$ cat src/rtl/xint_pkg.sv
package xint_pkg;

  // Register bit position of the trigger-type bit for input i
  function automatic int type_pos(input int i);
    return 2 * i;
  endfunction

  // Register bit position of the request flag for input i
  function automatic int flag_pos(input int i);
    return 2 * i + 1;
  endfunction

  // Next flag value. Edge mode: edge beats software write beats acknowledge.
  // Level mode: the flag follows the inverted synchronized pin.
  function automatic logic next_flag(input logic trig_edge, input logic fall_evt,
                                     input logic sync_lvl, input logic sw_wr,
                                     input logic sw_val, input logic ack,
                                     input logic cur);
    logic nxt;
    if (trig_edge) begin
      if (fall_evt)   nxt = 1'b1;
      else if (sw_wr) nxt = sw_val;
      else if (ack)   nxt = 1'b0;
      else            nxt = cur;
    end else begin
      nxt = ~sync_lvl;
    end
    return nxt;
  endfunction

endpackage

$ cat src/rtl/xint_sync.sv
module xint_sync #(
  parameter int STAGES = 2
) (
  input  logic clk,
  input  logic rst_n,
  input  logic pin_n,
  output logic sync_lvl,
  output logic fall_evt
);
  logic [STAGES-1:0] chain_q;
  logic              prev_q;

  always_ff @(posedge clk) begin
    if (!rst_n) begin
      chain_q <= '1;
      prev_q  <= 1'b1;
    end else begin
      chain_q <= {chain_q[STAGES-2:0], pin_n};
      prev_q  <= chain_q[STAGES-1];
    end
  end

  assign sync_lvl = chain_q[STAGES-1];
  assign fall_evt = prev_q & ~chain_q[STAGES-1];
endmodule

$ cat src/rtl/xint_flag_cell.sv
module xint_flag_cell (
  input  logic clk,
  input  logic rst_n,
  input  logic trig_edge,
  input  logic sync_lvl,
  input  logic fall_evt,
  input  logic sw_wr,
  input  logic sw_val,
  input  logic ack,
  output logic flag
);
  import xint_pkg::*;
  logic flag_q;

  always_ff @(posedge clk) begin
    if (!rst_n) flag_q <= 1'b0;
    else        flag_q <= next_flag(trig_edge, fall_evt, sync_lvl, sw_wr, sw_val, ack, flag_q);
  end

  assign flag = flag_q;
endmodule

$ cat src/rtl/xint_flag_ctrl.sv
module xint_flag_ctrl #(
  parameter int         NUM_IN      = 2,
  parameter int         SYNC_STAGES = 2,
  parameter logic [7:0] REG_ADDR    = 8'h88,
  parameter logic [7:0] BIT_BASE    = 8'h88
) (
  input  logic              clk,
  input  logic              rst_n,
  input  logic [NUM_IN-1:0] int_pin_n,
  input  logic              byte_wr,
  input  logic [7:0]        byte_addr,
  input  logic [7:0]        byte_data,
  input  logic              bit_wr,
  input  logic [7:0]        bit_addr,
  input  logic              bit_data,
  input  logic [NUM_IN-1:0] vec_ack,
  output logic [7:0]        ctrl_rdata,
  output logic [NUM_IN-1:0] irq_req
);
  import xint_pkg::*;

  localparam int REG_W = 8;
  localparam int IDX_W = $clog2(REG_W);

  // Named internal events, also observed by the checker
  logic              byte_hit;
  logic              bit_hit;
  logic [REG_W-1:0]  wr_mask;
  logic [REG_W-1:0]  wr_val;
  logic [REG_W-1:0]  store_q;
  logic [REG_W-1:0]  flag_bits;
  logic [NUM_IN-1:0] sync_lvl;
  logic [NUM_IN-1:0] fall_evt;
  logic [NUM_IN-1:0] trig_edge;
  logic [NUM_IN-1:0] flag_wr;
  logic [NUM_IN-1:0] flag_wval;
  logic [NUM_IN-1:0] flag_vec;

  assign byte_hit = byte_wr && (byte_addr == REG_ADDR);
  assign bit_hit  = bit_wr && (bit_addr[REG_W-1:IDX_W] == BIT_BASE[REG_W-1:IDX_W]);

  always_comb begin
    for (int j = 0; j < REG_W; j++) begin
      wr_mask[j] = byte_hit || (bit_hit && (bit_addr[IDX_W-1:0] == IDX_W'(j)));
      wr_val[j]  = byte_hit ? byte_data[j] : bit_data;
    end
  end

  // Plain storage for every non-flag bit; flag positions stay zero here
  always_ff @(posedge clk) begin
    if (!rst_n) begin
      store_q <= '0;
    end else begin
      for (int j = 0; j < REG_W; j++) begin
        if (wr_mask[j] && !((j % 2 == 1) && (j < 2 * NUM_IN)))
          store_q[j] <= wr_val[j];
      end
    end
  end

  for (genvar i = 0; i < NUM_IN; i++) begin : g_in
    assign trig_edge[i] = store_q[type_pos(i)];
    assign flag_wr[i]   = wr_mask[flag_pos(i)];
    assign flag_wval[i] = wr_val[flag_pos(i)];

    xint_sync #(.STAGES(SYNC_STAGES)) u_sync (
      .clk      (clk),
      .rst_n    (rst_n),
      .pin_n    (int_pin_n[i]),
      .sync_lvl (sync_lvl[i]),
      .fall_evt (fall_evt[i])
    );

    xint_flag_cell u_cell (
      .clk       (clk),
      .rst_n     (rst_n),
      .trig_edge (trig_edge[i]),
      .sync_lvl  (sync_lvl[i]),
      .fall_evt  (fall_evt[i]),
      .sw_wr     (flag_wr[i]),
      .sw_val    (flag_wval[i]),
      .ack       (vec_ack[i]),
      .flag      (flag_vec[i])
    );
  end

  always_comb begin
    flag_bits = '0;
    for (int i = 0; i < NUM_IN; i++) flag_bits[flag_pos(i)] = flag_vec[i];
  end

  assign ctrl_rdata = store_q | flag_bits;
  assign irq_req    = flag_vec;
endmodule

$ cat config.mk
export PLATFORM = sky130hd
export DESIGN_NAME = xint_flag_ctrl
export DESIGN_NICKNAME = d
export VERILOG_FILES = /design/src/rtl/xint_pkg.sv /design/src/rtl/xint_sync.sv /design/src/rtl/xint_flag_cell.sv /design/src/rtl/xint_flag_ctrl.sv
export SDC_FILE = /design/constraint.sdc
export NUM_CORES = 1
export LEC_CHECK = 0
export ABC_AREA = 0
export BUFFER_PORTS_ARGS = -buffer_cell sky130_fd_sc_hd__buf_2
export CORE_UTILIZATION = 25
export CTS_CLUSTER_SIZE = 12
export DETAILED_ROUTE_END_ITERATION = 6
export GPL_TIMING_DRIVEN = 0
export SLEW_MARGIN = 15
export SYNTH_ARGS = -nofsm -noshare
export SYNTH_HDL_FRONTEND = slang
export SYNTH_HIERARCHICAL = 1
export SYNTH_SLANG_ARGS = --single-unit
$ cat constraint.sdc
create_clock -name clk -period 3 [get_ports clk]
set_input_delay 0.3 -clock clk [delete_from_list [all_inputs] [get_ports clk]]
set_output_delay 0.3 -clock clk [all_outputs]
set_load 0.005 [all_outputs]
Word level (Yosys, flattened, before mapping)
Cells that the tools add are included.
- output and inout port bits: 10
- register bits: 14
- word-level logic and storage cells: 63
- bits of input ports: 33
- equality and inequality tests: 11
- reduce and logical (&&, ||, !) cells: 19
- bitwise gates (word level): 5
- multiplexer cells: 16
- operators by type and width (operator ; number):
    1-bit two-way mux ; 16
    3-bit == test (second input constant) ; 4
    1-bit logical AND ; 10
    8-bit == test (second input constant) ; 1
    1-bit logical OR ; 8
    4-bit by 2-bit inequality test with 1-bit output (second input constant) ; 2
    8-bit by 4-bit OR with 8-bit output ; 1
    3-bit by 2-bit == test with 1-bit output (second input constant) ; 2
    5-bit == test (second input constant) ; 1
    3-bit by 1-bit == test with 1-bit output (second input constant) ; 1
    3-bit zero test ; 1
    1-bit bitwise AND ; 2
    1-bit NOT ; 2

Longest topological paths before layout
Gate-level depths: netlist of the first run.
- depth after elaboration: 7
- gate-level depth with buffers: 7
- depth with buffers taken out: 5

By module
The synthesis of the first run kept the hierarchy.
- by module, submodules not included (module ; instances ; area an instance (sq um) ; cells each ; seq. area each (sq um)):
    xint_flag_ctrl ; 1 ; 500.5 ; 58 ; 120.1
    xint_sync ; 2 ; 85.1 ; 7 ; 60.1
    xint_flag_cell ; 2 ; 56.3 ; 6 ; 20.0

Least setup slack after synthesis of the first run
OpenSTA, ideal clock, no wires.
- kind: input port to flip-flop
- start point: input port byte_addr[4]
- end point: register g_in[0].u_cell.flag_q
- path slack: 0.840 ns
- library setup time: 0.122 ns
- buffers on the path: 2
- data arrival time: 2.038 ns
- stages: 7
- required time: 2.878 ns
- cell sequence: or2_2 -> clkbuf_1 -> or4_1 -> buf_2 -> mux2_4 -> and2_1 -> o311a_1
- longest elaborated chain between the ends: 6
- elaborated cells on any way between the ends: 8
- classes of those cells: eq/ne: 2; mux: 4; reduce/logical: 2
- RTL lines (item ; RTL line ; RTL):
    from (decl) ; xint_flag_ctrl.sv:11 ; input logic [7:0] byte_addr,
    8-bit == test ; xint_flag_ctrl.sv:39 ; assign byte_hit = byte_wr && (byte_addr == REG_ADDR);
    1-bit logical AND ; xint_flag_ctrl.sv:39 ;
    1-bit two-way mux ; xint_flag_ctrl.sv:45 ; wr_val[j] = byte_hit ? byte_data[j] : bit_data;
    via flag_wval[0] ; xint_flag_ctrl.sv:36 ; logic [NUM_IN-1:0] flag_wval;
    1-bit two-way mux ; xint_pkg.sv:22 ; else if (sw_wr) nxt = sw_val;
    1-bit two-way mux ; xint_pkg.sv:21 ; if (fall_evt) nxt = 1'b1;
    1-bit two-way mux ; xint_pkg.sv:20 ; if (trig_edge) begin
    to (signal assigned) ; xint_flag_cell.sv:17 ; else flag_q <= next_flag(trig_edge, fall_evt, sync_lvl, sw_wr, sw_val, ack, flag_q);
    to (decl) ; xint_flag_cell.sv:13 ; logic flag_q;
The timed path passes the listed nets, and every way through them passes these cells.
A chain may end at the register's enable or synchronous reset.

Final worst setup path of the first run
Same ends and word-level chain as after synthesis.

==> results of run 1 <==
[cells by family (layout without fill, tap and decap cells)]
| kind of cell | after synthesis | in the layout |
|---|---|---|
| buffers and inverters | 7 | 53 |
| AO/OA/AOI/OAI | 22 | 22 |
| AND/OR/NAND/NOR | 39 | 39 |
| flip-flops | 14 | 14 |
| multiplexers | 2 | 2 |
[metal layers]
| metal | vias to the layer above | GRT usage (%) | routed length (um) |
|---|---|---|---|
| met1 | 346 | 15.7 | 941 |
| met2 | 34 | 18.7 | 816 |
| met5 | - | 0 | 0 |
| li1 | 422 | - | - |
| met3 | 2 | 1.79 | 176 |
| met4 | 0 | 7.14 | 23 |
[through the flow]
| stage | util (%) | area, um2 | worst slack, ns |
|---|---|---|---|
| final | 37.5 | 1070 | 0.922 |
| after global routing | 37.5 | 1070 | 0.868 |
| after CTS | 37.5 | 1070 | 0.925 |
| after detailed placement | 36.2 | 1030 | 0.629 |
| after global placement | 36.2 | 1030 | 0.646 |
| after floorplan | - | 783 | 0.840 |
[path summary, 6_finish.rpt]
check,startpoint,endpoint,slack (ns),depth (start not counted)
min,int_pin_n[0],g_in[0].u_sync/chain_q[0],0.20,2
min reg2reg,g_in[1].u_sync/chain_q[0],g_in[1].u_sync/chain_q[1],0.41,1
max,byte_addr[4],g_in[0].u_cell/flag,0.92,8
max reg2reg,g_in[1].u_sync/prev_q,g_in[1].u_cell/flag,2.04,3
[power groups by stage]
stage / Combinational, mW / Sequential (mW) / Clock (mW)
after floorplan: 0.0233 / 0.196 / 0
after global placement: 0.0543 / 0.196 / 0
after detailed placement: 0.0556 / 0.196 / 0
after CTS: 0.0560 / 0.192 / 0.140
after global routing: 0.0617 / 0.192 / 0.147
final: 0.0557 / 0.191 / 0.136
[sequential cells by signal, indices dropped and copies added (netlist names)]
| register | cells |
|---|---|
| store_q | 6 |
| g_in.u_sync/chain_q | 4 |
| g_in.u_cell/flag | 2 |
| g_in.u_sync/prev_q | 2 |
[area by class of cell]
class,count,area [um2],area share [%]
multi-input cells,63,459,43.0
flip-flops and latches,14,280,26.2
repair buffers,42,210,19.7
plain buffers,6,40.0,3.75
well taps,31,38.8,3.63
clock buffers,4,36.3,3.40
inverters,1,3.75,0.351
[synthesized netlist by cell type]
library cell,instances,area [um2]
and4b_1,1,10.0
and2_1,2,12.5
buf_4,2,15.0
or4b_4,1,13.8
nand4_1,1,6.26
nor3b_1,2,15.0
nand3b_1,1,7.51
nand4b_1,1,8.76
clkbuf_1,1,3.75
buf_2,1,5.00
nor4b_1,1,8.76
clkbuf_2,1,5.00
nand3_1,2,10.0
o31ai_1,6,45.0
or4_1,5,37.5
buf_6,1,11.3
dfxtp_1,14,280
o41ai_1,7,61.3
o311a_1,2,20.0
or3_1,2,12.5
inv_1,1,3.75
nand2b_1,13,81.3
or2_2,2,12.5
nor2_1,1,3.75
nor2b_1,2,12.5
mux2_4,2,30.0
a31oi_1,6,37.5
nand2_1,2,7.51
o21ai_0,1,5.00
[worst max-delay path, cell delays in order]
cell,delay (ns)
buf_2,0.09
or2_2,0.28
clkbuf_1,0.17
or4_1,0.50
buf_2,0.20
mux2_4,0.30
and2_1,0.14
o311a_1,0.27
==> out/results.ini, run 1 <==
[outcome]
status = complete, but fails checks
failed_checks = design-rule violations

[timing]
finalCritPeriodShare_pct = 69.3
setup_viol = 0
relSlewSlack_pct = 71.8
layout_min_cycle_time_ns = 2.08
hold_ws_ns = 0.200
rsz0062_at_grt = no
timing.fmax_ghz = 0.481
drv_slew = 0
tightestPinTransition_ns = 0.417
hold_violations = 0
fin_setup_tns_ns = 0
skew_ns = 0.00627

[yosys]
synthCells = 84
synth-seq-cells = 14
synth_cell_types = 29
synthXorXnorAreaFrac_pct = 0
synthSimpleGateAreaFrac_pct = 33.2
yosysSeqAreaShare_pct = 35.8
syn_nets = 117
synth_top_family_by_area = simple AND/OR/NAND/NOR gates
synth_compound_area_share_pct = 21.6
yosys_warnings = 6
syn_area_per_cell_um2 = 9.32
syn_area_um2 = 783
synthAdderAreaFrac_pct = 0
synthMuxAreaShare_pct = 3.83

[floorplan]
num_rows = 19
io_pins = 43
initial_core_util_pct = 27.5
fp.dieW_um = 58.0
core_mm2 = 0.00285
die_h_um = 58.0
dieArea_mm2 = 0.00336

[pwr]
finalPower_mw = 0.383
pwr-share-clk_pct = 35.5
sequentialPowerShare_pct = 50.0
internal-power_mw = 0.294
netSwitchingPower_mw = 0.0893
ir_worst_vdd_uv = 121
power_density_mw_per_mm2 = 358
total_leakage_power_nw = 0.464
swShare_pct = 23.3
power_frac_comb_pct = 14.6

[min_path]
hold_class = input pin to flop

[drt]
drc_errors = 6
routedWlPerCell_um = 12.1
viasPerCell = 4.99
drtIter0Drc = 42
dr_total_vias = 804
ant_nets = 0
first_pass_iters = 6
wl_um = 1960

[global_routing]
grt_max_degree = 15
track_usage_pct = 12.0
grt_pass1_vias = 695
antenna_found_initial = 0
grt_pass1_wl_um = 3090
overflow = 0

[cells_and_area]
final_nets = 164
area_delta_synth_final_pct = 36.4
layout_common_cells = buf_2 (43), dfxtp_1 (14), nand2b_1 (13)
n_fill_cell = 289
final_common_cell = buf_2
antenna_cells = 0
drive_gt1_share_pct = 43.1
final_cell_count_no_fill = 161

[placed_design]
dp_hpwl_um = 1600
dp_cells = 157
gp_congestion = 0.778
portBuffers = 42

[cts]
root_buffer = clkbuf_4
cts_inserted_buffers = 3
clk_pin_slew_worst_paths_ns = 0.08
clock_latency_ns = 0.28
cts_tree = done
htreeDepth = 1
cts_setup_buffers = 0
post_cts_resized = 0
ctsHoldBuffers = 0
cts_num_sinks = 14
clock_path_buffers = 2

[worst_setup_path]
cp-start-kind = input pin
path_max_fanout = 8
crit_required_ns = 3.17
critPathKind = input pin to flop
cp.arrival_ns = 2.25
end_kind = flop

[run]
cap_violations = 0

Note: power is estimated with default switching activity, not from simulation.
==> run 2, diff against run 1 <==
- ABC_AREA: 0 -> 1
- clock period: 3 -> 2 ns (I/O delays scaled with it)
==> out/results.ini, run 2 <==
[outcome]
status = complete, no violations  ; was complete, but fails checks

[worst_setup_path]
reg2reg_from = g_in[1].u_sync/chain_q[1]  ; was g_in[1].u_sync/prev_q
path_max_fanout = 7  ; was 8
crit_required_ns = 2.14  ; was 3.17 ns
end_kind = flop  ; unchanged
cp-start-kind = input pin  ; unchanged
path_cells = buf_2 > inv_1 > nand2_1 > nor2_2 > nand3_1 > o31ai_1 > nand3b_4 > a21oi_2  ; was buf_2 > or2_2 > clkbuf_1 > or4_1 > buf_2 > mux2_4 > and2_1 > o311a_1
regToRegSetupSlack_ns = 1.21  ; was 2.04 ns
crit-reg2reg-capture = g_in[1].u_cell/flag  ; unchanged
crit_buf_inv = 2  ; was 3
cp.arrival_ns = 1.31  ; was 2.25 ns
crit_family = simple AND/OR/NAND/NOR gates  ; unchanged
reg2reg_depth = 5  ; was 3
critPathKind = input pin to flop  ; unchanged
critPathSlowestCell = o31ai_1  ; was or4_1
cp_slowest_stage_delay_ns = 0.30  ; was 0.50 ns

[yosys]
synth-main-ff-cell = dfxtp_1  ; unchanged
synth_compound_area_share_pct = 5.13  ; was 21.6%
yosysTopAreaCell = dfxtp_1  ; unchanged
synthSimpleGateAreaFrac_pct = 48.4  ; was 33.2%
synth_edf_count = 0  ; unchanged
syn_area_um2 = 975  ; was 783 um2
netlist.area_leader.share_pct = 28.8  ; was 35.8%
synth_commonest_cells = inv_1 (36), nand2_1 (26), nand3_1 (23)  ; was dfxtp_1 (14), nand2b_1 (13), o41ai_1 (7)
yosysSeqAreaShare_pct = 28.8  ; was 35.8%
synthTopCellsByArea = dfxtp_1 (29%), inv_1 (14%), nand3_1 (12%)  ; was dfxtp_1 (36%), nand2b_1 (10%), o41ai_1 (7.8%)
yosysMostFrequentCell = inv_1  ; was dfxtp_1
synth_top_family_by_area = simple AND/OR/NAND/NOR gates  ; unchanged
synthMuxAreaShare_pct = 0  ; was 3.83%
syn_nets = 183  ; was 117
ys_async_sr_fraction_pct = 0  ; unchanged
synth_cell_types = 20  ; was 29
synthCells = 150  ; was 84
synthXorXnorAreaFrac_pct = 0  ; unchanged
synth-seq-cells = 14  ; unchanged
synthAdderAreaFrac_pct = 0  ; unchanged
syn_area_per_cell_um2 = 6.50  ; was 9.32 um2
yosys_warnings = 6  ; unchanged

[drt]
first_pass_iters = 4  ; was 6
ant_nets = 0  ; unchanged
drtIter0Drc = 25  ; was 42
viasPerCell = 4.05  ; was 4.99
dr_total_vias = 988  ; was 804
drc_errors = 0  ; was 6
routedWlPerCell_um = 8.99  ; was 12.1 um
wl_um = 2190  ; was 1960 um

[cells_and_area]
antenna_cells = 0  ; unchanged
drive_gt1_share_pct = 32.1  ; was 43.1%
reg_top3 = store_q: 6 flops, g_in.u_sync/chain_q: 4 flops  ; unchanged
largest_reg_flops = 6  ; unchanged
area_delta_synth_final_pct = 33.4  ; was 36.4%
final_common_cell = buf_2  ; unchanged
layout_common_cells = buf_2 (42), inv_1 (36), nand2_1 (26)  ; was buf_2 (43), dfxtp_1 (14), nand2b_1 (13)
final_nets = 230  ; was 164
post-route-util_pct = 35.2  ; was 37.5%
n_fill_cell = 435  ; was 289
regMostFlops = store_q  ; unchanged

[placed_design]
gp_congestion = 0.857  ; was 0.778
dp_hpwl_um = 1720  ; was 1600 um
portBuffers = 42  ; unchanged

[run]
cap_violations = 0  ; unchanged

[timing]
hold_ws_ns = 0.115  ; was 0.200 ns
skew_ns = 0.00420  ; was 0.00627 ns
relSlewSlack_pct = 79.2  ; was 71.8%
rsz0062_at_grt = no  ; unchanged
timing.fmax_ghz = 0.849
tightestPinTransition_ns = 0.308  ; was 0.417 ns
finalCritPeriodShare_pct = 58.9
fin_setup_tns_ns = 0  ; unchanged
hold_violations = 0  ; unchanged
drv_slew = 0  ; unchanged
layout_min_cycle_time_ns = 1.18
setup_viol = 0  ; unchanged

[pwr]
swShare_pct = 24.9  ; was 23.3%
netSwitchingPower_mw = 0.166  ; was 0.0893 mW
total_leakage_power_nw = 0.788  ; was 0.464 nW
power_density_mw_per_mm2 = 513  ; was 358 mW/mm2
pwr-share-clk_pct = 42.5  ; was 35.5%
sequentialPowerShare_pct = 43.2  ; was 50.0%
power_frac_comb_pct = 14.3  ; was 14.6%
ir_worst_vdd_uv = 181  ; was 121 uV
internal-power_mw = 0.501  ; was 0.294 mW
finalPower_mw = 0.667  ; was 0.383 mW

[floorplan]
fp.dieW_um = 64.4  ; was 58.0 um
io_pins = 43  ; unchanged
die_h_um = 64.4  ; was 58.0 um
core_mm2 = 0.00369  ; was 0.00285 mm2
initial_core_util_pct = 26.4  ; was 27.5%
num_rows = 22  ; was 19
dieArea_mm2 = 0.00415  ; was 0.00336 mm2

[cts]
root_buffer = clkbuf_8  ; was clkbuf_4
clock_latency_ns = 0.25  ; was 0.28 ns
clk_pin_slew_worst_paths_ns = 0.06  ; was 0.08 ns
cts_num_sinks = 14  ; unchanged
cts_inserted_buffers = 3  ; unchanged
clock_path_buffers = 2  ; unchanged
cts_tree = done  ; unchanged
cts_setup_buffers = 0  ; unchanged
htreeDepth = 1  ; unchanged
ctsHoldBuffers = 0  ; unchanged
post_cts_resized = 0  ; unchanged

[min_path]
min_to = g_in[0].u_sync/chain_q[0]  ; unchanged
hp-start = int_pin_n[0]  ; unchanged
hold_class = input pin to flop  ; unchanged
whs_path_depth = 3  ; was 2

[global_routing]
grt_pass1_vias = 913  ; was 695
track_usage_pct = 12.0  ; about the same
antenna_found_initial = 0  ; unchanged
grt_max_degree = 15  ; unchanged
grt_pass1_wl_um = 3840  ; was 3090 um
overflow = 0  ; unchanged

run 2: how the worst max path moves through the flow:
| stage | startpoint | cells after the start | end | slack, ns |
|---|---|---|---|---|
| finish | bit_addr[5] | 8 | g_in[0].u_cell/flag | 0.82 |
| global route | bit_addr[5] | 10 | g_in[1].u_cell/flag | 0.62 |
| CTS | bit_addr[5] | 8 | g_in[0].u_cell/flag | 0.82 |
| detailed placement | bit_addr[5] | 8 | g_in[0].u_cell/flag | 0.56 |
| global placement | bit_addr[5] | 8 | g_in[0].u_cell/flag | 0.57 |
| floorplan | bit_wr | 6 | g_in[0].u_cell/flag | 0.84 |
run 2: cells by family after synthesis:
kind of cell,after synthesis
and+or+nand+nor,86
AOI/OAI and AO/OA,8
DFF,14
buffers and inverters,42
run 2: power by group through the flow:
stage	clock, mW	sequential, mW	combinational [mW]
2_1_floorplan	0	0.294	0.0448
3_3_place_gp	0	0.295	0.0947
3_5_place_dp	0	0.295	0.0956
4_1_cts	0.294	0.289	0.0961
5_1_grt	0.303	0.289	0.110
6_report	0.284	0.289	0.0951
run 2: layout make-up:
type | count | area [um2] | share of cell area [%]
tap | 48 | 60.1 | 4.62
buffer | 3 | 26.3 | 2.02
sequential | 14 | 280 | 21.6
multi-input combinational | 94 | 522 | 40.1
clock buffer | 4 | 55.1 | 4.23
inverter | 39 | 146 | 11.3
timing repair buffer | 42 | 210 | 16.2
run 2: metrics by stage:
stage	worst slack (ns)	instances	instance area, um2
5_1_grt	0.616	244	1300
4_1_cts	0.821	244	1300
2_1_floorplan	0.840	150	975
6_report	0.822	244	1300
3_3_place_gp	0.570	240	1240
3_5_place_dp	0.556	240	1240
run 2: worst register-to-register path: stages, from the launching register on:
cell     delay [ns]
dfxtp_1        0.35
nor2_1         0.06
inv_1          0.04
nand2_1        0.04
nor2_1         0.13
a21oi_2        0.06
run 2: routing by layer:
| metal | up-vias | track usage [%] | part of all wire (%) |
|---|---|---|---|
| met5 | - | 0 | 0 |
| met4 | 0 | 6.67 | 2.4 |
| li1 | 555 | - | - |
| met3 | 5 | 2.11 | 4.5 |
| met2 | 23 | 18.4 | 42 |
| met1 | 405 | 15.8 | 51 |
